**src/rtl/blkmove_pkg.sv**
```systemverilog
package blkmove_pkg;
  localparam int OP_W = 5;

  typedef enum logic [1:0] {
    DIR_OUT = 2'd0,
    DIR_IN  = 2'd1,
    DIR_CHK = 2'd2
  } dir_e;

  // Strobes from sequencer to datapath
  typedef struct packed {
    logic load;
    logic idxFirst;
    logic idxLast;
    logic idxInc;
    logic idxDec;
    logic byteClr;
    logic byteSet;
    logic capLocal;
    logic capBus;
    logic resClr;
    logic resMiss;
    logic byteMode;
    logic swapOrder;
  } strobe_t;

  // Legal: low two bits not 3, bit 3 clear, compare family needs bit 2
  function automatic logic opLegal(input logic [OP_W-1:0] op);
    return (op[1:0] != 2'b11) && !op[3] && (!op[4] || op[2]);
  endfunction

  function automatic dir_e opDir(input logic [OP_W-1:0] op);
    if (op[4]) return DIR_CHK;
    if (op[2]) return DIR_IN;
    return DIR_OUT;
  endfunction
endpackage

```
**src/rtl/blkmove_ctrl.sv**
```systemverilog
module blkmove_ctrl
  import blkmove_pkg::*;
(
  input  logic            clk,
  input  logic            rstN,
  input  logic            start,
  input  logic [OP_W-1:0] subOp,
  input  logic            cntIsZero,
  input  logic            busAck,
  input  logic            lastIdx,
  input  logic            firstIdx,
  input  logic            mismatch,
  output strobe_t         stb,
  output logic            busReq,
  output logic            busWe,
  output logic            memRd,
  output logic            memWr,
  output logic            busy,
  output logic            done,
  output logic            illegalOp,
  output logic            zeroCount
);
  typedef enum logic [2:0] {
    S_IDLE, S_MRD, S_MCAP, S_BUS0, S_BUS1, S_MWR, S_CMP, S_NEXT
  } state_e;

  state_e state, nextState, afterBus;
  logic   doneQ;
  dir_e   dirQ;
  logic   byteModeQ, swapQ;

  always_ff @(posedge clk or negedge rstN) begin
    if (!rstN) begin
      state     <= S_IDLE;
      doneQ     <= 1'b0;
      dirQ      <= DIR_OUT;
      byteModeQ <= 1'b0;
      swapQ     <= 1'b0;
      illegalOp <= 1'b0;
      zeroCount <= 1'b0;
    end else begin
      state <= nextState;
      doneQ <= endNow;
      if (state == S_IDLE && start) begin
        dirQ      <= opDir(subOp);
        byteModeQ <= (subOp[1:0] != 2'b00);
        swapQ     <= subOp[1];
        illegalOp <= !opLegal(subOp);
        zeroCount <= opLegal(subOp) && cntIsZero;
      end
    end
  end

  logic endNow;

  always_comb begin
    afterBus = (dirQ == DIR_IN) ? S_MWR : ((dirQ == DIR_CHK) ? S_CMP : S_NEXT);
    nextState     = state;
    endNow        = 1'b0;
    stb           = '0;
    stb.byteMode  = byteModeQ;
    stb.swapOrder = swapQ;
    busReq        = 1'b0;
    memRd         = 1'b0;
    memWr         = 1'b0;
    unique case (state)
      S_IDLE: if (start) begin
        stb.load    = 1'b1;
        stb.resClr  = 1'b1;
        stb.byteClr = 1'b1;
        if (!opLegal(subOp) || cntIsZero) begin
          endNow = 1'b1;
        end else if (opDir(subOp) == DIR_CHK) begin
          stb.idxLast = 1'b1;
          nextState   = S_MRD;
        end else begin
          stb.idxFirst = 1'b1;
          nextState    = (opDir(subOp) == DIR_IN) ? S_BUS0 : S_MRD;
        end
      end
      S_MRD: begin
        memRd     = 1'b1;
        nextState = S_MCAP;
      end
      S_MCAP: begin
        stb.capLocal = 1'b1;
        nextState    = S_BUS0;
      end
      S_BUS0: begin
        busReq = 1'b1;
        if (busAck) begin
          stb.capBus = (dirQ != DIR_OUT);
          if (byteModeQ) begin
            stb.byteSet = 1'b1;
            nextState   = S_BUS1;
          end else begin
            nextState = afterBus;
          end
        end
      end
      S_BUS1: begin
        busReq = 1'b1;
        if (busAck) begin
          stb.capBus = (dirQ != DIR_OUT);
          nextState  = afterBus;
        end
      end
      S_MWR: begin
        memWr     = 1'b1;
        nextState = S_NEXT;
      end
      S_CMP: begin
        if (mismatch) begin
          stb.resMiss = 1'b1;
          endNow      = 1'b1;
          nextState   = S_IDLE;
        end else if (firstIdx) begin
          endNow    = 1'b1;
          nextState = S_IDLE;
        end else begin
          stb.idxDec  = 1'b1;
          stb.byteClr = 1'b1;
          nextState   = S_MRD;
        end
      end
      S_NEXT: begin
        if (lastIdx) begin
          endNow    = 1'b1;
          nextState = S_IDLE;
        end else begin
          stb.idxInc  = 1'b1;
          stb.byteClr = 1'b1;
          nextState   = (dirQ == DIR_IN) ? S_BUS0 : S_MRD;
        end
      end
      default: nextState = S_IDLE;
    endcase
  end

  assign busWe = (dirQ == DIR_OUT);
  assign busy  = (state != S_IDLE);
  assign done  = doneQ;


  done_pulse_chk: assert property (@(posedge clk) disable iff (!rstN)
    done |=> !done);
endmodule

```
**src/rtl/blkmove_dpath.sv**
```systemverilog
module blkmove_dpath
  import blkmove_pkg::*;
#(
  parameter int LA_W   = 8,
  parameter int CNT_W  = 16,
  parameter int PAGE_W = 4,
  parameter int ADDR_W = 16,
  parameter int WORD_W = 16
) (
  input  logic              clk,
  input  logic              rstN,
  input  strobe_t           stb,
  input  logic [LA_W-1:0]   localBase,
  input  logic [PAGE_W-1:0] busPage,
  input  logic [ADDR_W-1:0] busAddr,
  input  logic [CNT_W-1:0]  wordCount,
  input  logic [WORD_W-1:0] memRdata,
  input  logic [WORD_W-1:0] busRdata,
  output logic [LA_W-1:0]   memAddr,
  output logic [WORD_W-1:0] memWdata,
  output logic [PAGE_W-1:0] busPageOut,
  output logic [ADDR_W-1:0] busAddrOut,
  output logic [WORD_W-1:0] busWdata,
  output logic [CNT_W-1:0]  result,
  output logic              lastIdx,
  output logic              firstIdx,
  output logic              mismatch
);
  localparam int HALF = WORD_W / 2;

  logic [LA_W-1:0]   baseQ;
  logic [PAGE_W-1:0] pageQ;
  logic [ADDR_W-1:0] addrQ;
  logic [CNT_W-1:0]  cntQ, idx, resultQ;
  logic              byteSel;
  logic [WORD_W-1:0] localWord, busWord;
  logic              highSlot;
  logic [ADDR_W-1:0] wordOff, byteOff;

  // Even address holds the high byte unless the order is swapped
  assign highSlot = !(byteSel ^ stb.swapOrder);

  always_ff @(posedge clk or negedge rstN) begin
    if (!rstN) begin
      baseQ     <= '0;
      pageQ     <= '0;
      addrQ     <= '0;
      cntQ      <= '0;
      idx       <= '0;
      byteSel   <= 1'b0;
      localWord <= '0;
      busWord   <= '0;
      resultQ   <= '0;
    end else begin
      if (stb.load) begin
        baseQ <= localBase;
        pageQ <= busPage;
        addrQ <= busAddr;
        cntQ  <= wordCount;
      end
      if (stb.idxFirst)     idx <= '0;
      else if (stb.idxLast) idx <= wordCount - CNT_W'(1);
      else if (stb.idxInc)  idx <= idx + CNT_W'(1);
      else if (stb.idxDec)  idx <= idx - CNT_W'(1);
      if (stb.byteClr)      byteSel <= 1'b0;
      else if (stb.byteSet) byteSel <= 1'b1;
      if (stb.capLocal) localWord <= memRdata;
      if (stb.capBus) begin
        if (!stb.byteMode) busWord <= busRdata;
        else if (highSlot) busWord[WORD_W-1:HALF] <= busRdata[HALF-1:0];
        else               busWord[HALF-1:0]      <= busRdata[HALF-1:0];
      end
      if (stb.resClr)       resultQ <= '0;
      else if (stb.resMiss) resultQ <= idx + CNT_W'(1);
    end
  end

  assign wordOff    = ADDR_W'(idx);
  assign byteOff    = ADDR_W'({idx, byteSel});
  assign busAddrOut = addrQ + (stb.byteMode ? byteOff : wordOff);
  assign busPageOut = pageQ;
  assign busWdata   = !stb.byteMode ? localWord :
                      {{HALF{1'b0}}, highSlot ? localWord[WORD_W-1:HALF] : localWord[HALF-1:0]};
  assign memAddr    = baseQ + LA_W'(idx);
  assign memWdata   = busWord;
  assign result     = resultQ;
  assign lastIdx    = (idx == cntQ - CNT_W'(1));
  assign firstIdx   = (idx == '0);
  assign mismatch   = (busWord != localWord);
endmodule

```
**src/rtl/blkmove.sv**
```systemverilog
module blkmove
  import blkmove_pkg::*;
#(
  parameter int LA_W   = 8,
  parameter int CNT_W  = 16,
  parameter int PAGE_W = 4,
  parameter int ADDR_W = 16,
  parameter int WORD_W = 16
) (
  input  logic              clk,
  input  logic              rstN,
  input  logic              start,
  input  logic [OP_W-1:0]   subOp,
  input  logic [LA_W-1:0]   localBase,
  input  logic [PAGE_W-1:0] busPage,
  input  logic [ADDR_W-1:0] busAddr,
  input  logic [CNT_W-1:0]  wordCount,
  output logic [LA_W-1:0]   memAddr,
  output logic              memRd,
  output logic              memWr,
  output logic [WORD_W-1:0] memWdata,
  input  logic [WORD_W-1:0] memRdata,
  output logic              busReq,
  output logic              busWe,
  output logic              busByte,
  output logic [PAGE_W-1:0] busPageOut,
  output logic [ADDR_W-1:0] busAddrOut,
  output logic [WORD_W-1:0] busWdata,
  input  logic              busAck,
  input  logic [WORD_W-1:0] busRdata,
  output logic              busy,
  output logic              done,
  output logic              illegalOp,
  output logic              zeroCount,
  output logic [CNT_W-1:0]  result
);
  strobe_t stb;
  logic    lastIdx, firstIdx, mismatch;

  blkmove_ctrl u_ctrl (
    .clk(clk), .rstN(rstN), .start(start), .subOp(subOp),
    .cntIsZero(wordCount == '0), .busAck(busAck),
    .lastIdx(lastIdx), .firstIdx(firstIdx), .mismatch(mismatch),
    .stb(stb), .busReq(busReq), .busWe(busWe), .memRd(memRd), .memWr(memWr),
    .busy(busy), .done(done), .illegalOp(illegalOp), .zeroCount(zeroCount)
  );

  blkmove_dpath #(
    .LA_W(LA_W), .CNT_W(CNT_W), .PAGE_W(PAGE_W), .ADDR_W(ADDR_W), .WORD_W(WORD_W)
  ) u_dpath (
    .clk(clk), .rstN(rstN), .stb(stb),
    .localBase(localBase), .busPage(busPage), .busAddr(busAddr), .wordCount(wordCount),
    .memRdata(memRdata), .busRdata(busRdata),
    .memAddr(memAddr), .memWdata(memWdata), .busPageOut(busPageOut),
    .busAddrOut(busAddrOut), .busWdata(busWdata), .result(result),
    .lastIdx(lastIdx), .firstIdx(firstIdx), .mismatch(mismatch)
  );

  assign busByte = stb.byteMode;


  bus_hold_chk: assert property (@(posedge clk) disable iff (!rstN)
    busReq && !busAck |=> busReq && $stable(busAddrOut) && $stable(busPageOut)
                          && $stable(busWdata) && $stable(busWe) && $stable(busByte));


  done_quiet_chk: assert property (@(posedge clk) disable iff (!rstN)
    done |-> !busReq && !memRd && !memWr);


  err_no_bus_chk: assert property (@(posedge clk) disable iff (!rstN)
    busReq |-> !illegalOp && !zeroCount);


  page_steady_chk: assert property (@(posedge clk) disable iff (!rstN)
    busReq && $past(busReq) |-> $stable(busPageOut));
endmodule

```
**config.mk**
```make
export PLATFORM = sky130hd
export DESIGN_NAME = blkmove
export DESIGN_NICKNAME = d
export VERILOG_FILES = /design/src/rtl/blkmove_pkg.sv /design/src/rtl/blkmove_ctrl.sv /design/src/rtl/blkmove_dpath.sv /design/src/rtl/blkmove.sv
export SDC_FILE = /design/constraint.sdc
export NUM_CORES = 1
export LEC_CHECK = 0
export ABC_AREA = 1
export BUFFER_PORTS_ARGS = -buffer_cell sky130_fd_sc_hd__buf_2
export CAP_MARGIN = 40
export CORE_ASPECT_RATIO = 0.7
export CORE_MARGIN = 2
export CORE_UTILIZATION = 35
export DETAILED_ROUTE_END_ITERATION = 16
export PLACE_DENSITY_LB_ADDON = 0.3
export SYNTH_ARGS = -nofsm -noshare
export SYNTH_HDL_FRONTEND = slang
export SYNTH_HIERARCHICAL = 1
export SYNTH_SLANG_ARGS = --single-unit
```
**constraint.sdc**
```tcl
create_clock -name clk -period 3.7 [get_ports clk]
set_input_delay 0.555 -clock clk [delete_from_list [all_inputs] [get_ports clk]]
set_output_delay 0.555 -clock clk [all_outputs]
set_load 0.005 [all_outputs]
```
==> results.yml <==
die:
  fp.dieH_um: 133
  initial_core_util_pct: 35.3
  die-area_mm2: 0.0249
  die_x_um: 188
  core_area_mm2: 0.0235
  ioPinCount: 170
  num_rows: 47
setup_path:
  r2r-end: "u_dpath/idx[9]$_DFFE_PN0P_"
  regToRegSetupSlack_ns: 0.31
  path_class: "flip-flop to output port"
  r2r_cells: 19
  worstPathArrival_ns: 2.93
  r2r-start: "u_dpath/cntQ[1]$_DFFE_PN0P_"
  cp_max_fo: 8
  startpoint: "u_dpath/idx[0]$_DFFE_PN0P_"
  startpoint_type: "flip-flop"
  required_ns: 3.14
  end_kind: "output port"
placed_design:
  gp_congestion: 0.999
  io_buffers: 169
  place_area_mm2: 0.00941
  dp_slack_ns: 0.424
  dp_hpwl_um: 20700
clock_tree:
  root_buffer: "clkbuf_16"
  cts_max_level: 4
  clockBufferDepth: 2
  cts_sinks: 119
  cts_tree: "built"
  path_clk_slew_ns: 0.06
  cts_buffers: 17
  cts_hold_buf: 0
  clk-insertion-delay-late_ns: 0.43
synthesis:
  synth_most_common_cell: "nand2_1"
  syn_inst: 1083
  ys_types: 47
  synth-seq-cells: 119
  syn_avg_cell_area_um2: 7.65
  synth_top_area_share_pct: 35.9
  synthFlopType: "dfrtp_1"
  synth-edff-count: 0
  mappedNetlistArea_mm2: 0.00829
  ys_seq_area_share_pct: 35.9
  syn_nets: 1197
  async_flop_share_pct: 100
  synth_area_leaders: "dfrtp_1 (36%), nand2_1 (11%), xor2_1 (5.6%)"
  yosysWarnings: 6
  synth_common_cells: "nand2_1 (236), dfrtp_1 (119), inv_1 (109), nor2_1 (94), o21ai_0 (91)"
  synth_top_area_cell: "dfrtp_1"
pwr:
  switching_share_pct: 47.2
  intPower_uw: 5310
  cellPowerDensity_mw_per_mm2: 1000
  leakage_uw: 0.00493
  peakVddDrop_uv: 436
  p_comb_share_pct: 56.8
  p_total_uw: 10100
  power.switching_uw: 4750
  sequentialPowerShare_pct: 26.4
  power_frac_clock_pct: 16.8
detailed_routing:
  drc: 0
  num_vias: 7946
  drt-pass1-iter-count: 6
  via_per_inst: 5.05
  drt_iter0_drc: 601
  ant_nets: 0
  wl_per_cell_um: 17.0
  route.final.wire_length_um: 26800
timing:
  hold_viol_final: 0
  final_max_slew_viol_count: 0
  setup_ws_ns: 0.214
  tns_ns: 0
  worst_clock_skew_ns: 0.0169
  finalCriticalPeriod_ns: 3.49
  rsz0062_at_grt: "false"
  relSlewSlack_pct: 44.2
  period_share_pct: 94.2
  setup_violations: 0
  worst_pin_slew_ns: 0.834
  clock.fmax_ghz: 0.287
grt:
  grt.total_usage_pct: 21.7
  first_global_vias: 7407
  grt_pass1_wl_um: 42100
  grt_max_degree: 55
  overflow: 0
  antenna_found_initial: 0
final_layout:
  seq_area_mm2: 0.00298
  design_area_mm2: 0.0100
  n_antenna_cell: 0
  multi_input_area_mm2: 0.00460
  drive_above_1_share_pct: 25.6
  area_delta_synth_final_pct: 20.9
  fin_util_pct: 42.7
  finalNetCount: 1357
  fillers: 2448
job:
  cap_viol_max_count: 0
hold_path:
  hold_path_class: "input port to async pin"
outcome:
  status: "finished, final reports clean"
## power groups by stage
stage | sequential (uW) | clock, uW | combinational, uW
3_5_place_dp | 2650 | 0 | 5650
3_3_place_gp | 2620 | 0 | 5640
4_1_cts | 2630 | 1730 | 5690
6_report | 2660 | 1690 | 5720
2_1_floorplan | 2330 | 0 | 3930
5_1_grt | 2740 | 1790 | 6380
## kinds of logic (layout without fill, tap and decap cells)
group	Yosys count	after routing	synth area share, %
simple gates	489	489	27.3
mux	40	40	5.44
buf+inv	168	341	8.61
flops	119	119	35.9
xor+xnor	62	62	6.72
fa+ha+maj	29	29	4.56
compound gates	176	176	11.4
## cell usage in the layout (no fill, tap or decap), drive strengths merged
cell type,count
a211oi,1
a21o,2
a21oi,41
a31oi,10
a32oi,2
and2,1
buf,183
bufinv,2
clkbuf,19
clkinv,4
clkinvlp,6
dfrtp,119
fa,2
ha,27
inv,127
mux2,40
nand2,244
nand3,77
nand3b,2
nand4,17
nor2,118
nor3,22
nor4,6
o2111ai,2
o211ai,3
o21ai,107
o21bai,1
o22ai,6
o31ai,1
or2,2
xnor2,8
xnor3,1
xor2,53
## metrics by stage
| step | cells | hold WS (ns) |
|---|---|---|
| after floorplan | 1083 | 0.259 |
| after global placement | 1542 | 0.456 |
| after detailed placement | 1542 | 0.466 |
| after CTS | 1574 | 0.174 |
| after global routing | 1574 | 0.209 |
| final | 1574 | 0.172 |
## worst max-delay path, stage by stage, from the launching register on
cell and delay, ns:
dfrtp_2 0.49, inv_2 0.17, o21ai_1 0.12, ha_1 0.24
fa_1 0.43, nand2_1 0.07, nand3_1 0.05, o21ai_0 0.17
o21ai_2 0.15, a21o_1 0.20, nand2_1 0.06, nand2_1 0.05
xor2_1 0.15, buf_2 0.13
## registers in the layout, summed over array words and instances (netlist names)
register,count
u_dpath/addrQ,16
u_dpath/cntQ,16
u_dpath/idx,16
u_dpath/localWord,16
u_dpath/memWdata,16
u_dpath/result,16
u_dpath/baseQ,8
u_dpath/busPageOut,4
u_ctrl/state,3
u_ctrl/dirQ,2
u_ctrl/byteModeQ,1
u_ctrl/done,1
u_ctrl/illegalOp,1
u_ctrl/swapQ,1
u_ctrl/zeroCount,1
u_dpath/byteSel,1
## worst max-delay path by stage
| stage | endpoint | depth (start not counted) | slack [ns] |
|---|---|---|---|
| floorplan | busAddrOut[12] | 14 | 0.59 |
| global placement | busAddrOut[12] | 13 | 0.55 |
| detailed placement | u_dpath/idx[9]$_DFFE_PN0P_ | 19 | 0.42 |
| CTS | busAddrOut[12] | 13 | 0.01 |
| global route | busAddrOut[12] | 13 | 0.01 |
| finish | busAddrOut[12] | 13 | 0.21 |
## cell type report
class	instances	area share (%)
clock buffers	19	4.52
clock inverters	13	1.45
inverters	126	4.75
multi-input cells	796	45.9
flip-flops and latches	119	29.7
well taps	318	3.97
repair buffers	183	9.72
## layer usage
metal | part of all wire (%) | up-vias | global-route usage, %
li1 | - | 3886 | -
met1 | 52 | 3716 | 34.0
met2 | 39 | 324 | 29.2
met3 | 8.2 | 20 | 6.50
met4 | 0.68 | 0 | 3.81
met5 | 0 | - | 0
## what timing repair did
item,in CTS,in global routing
endpoints found under the setup margin,0,4
setup buffers,0,0
resized for setup,0,4
(Power assumes the default switching activity.)
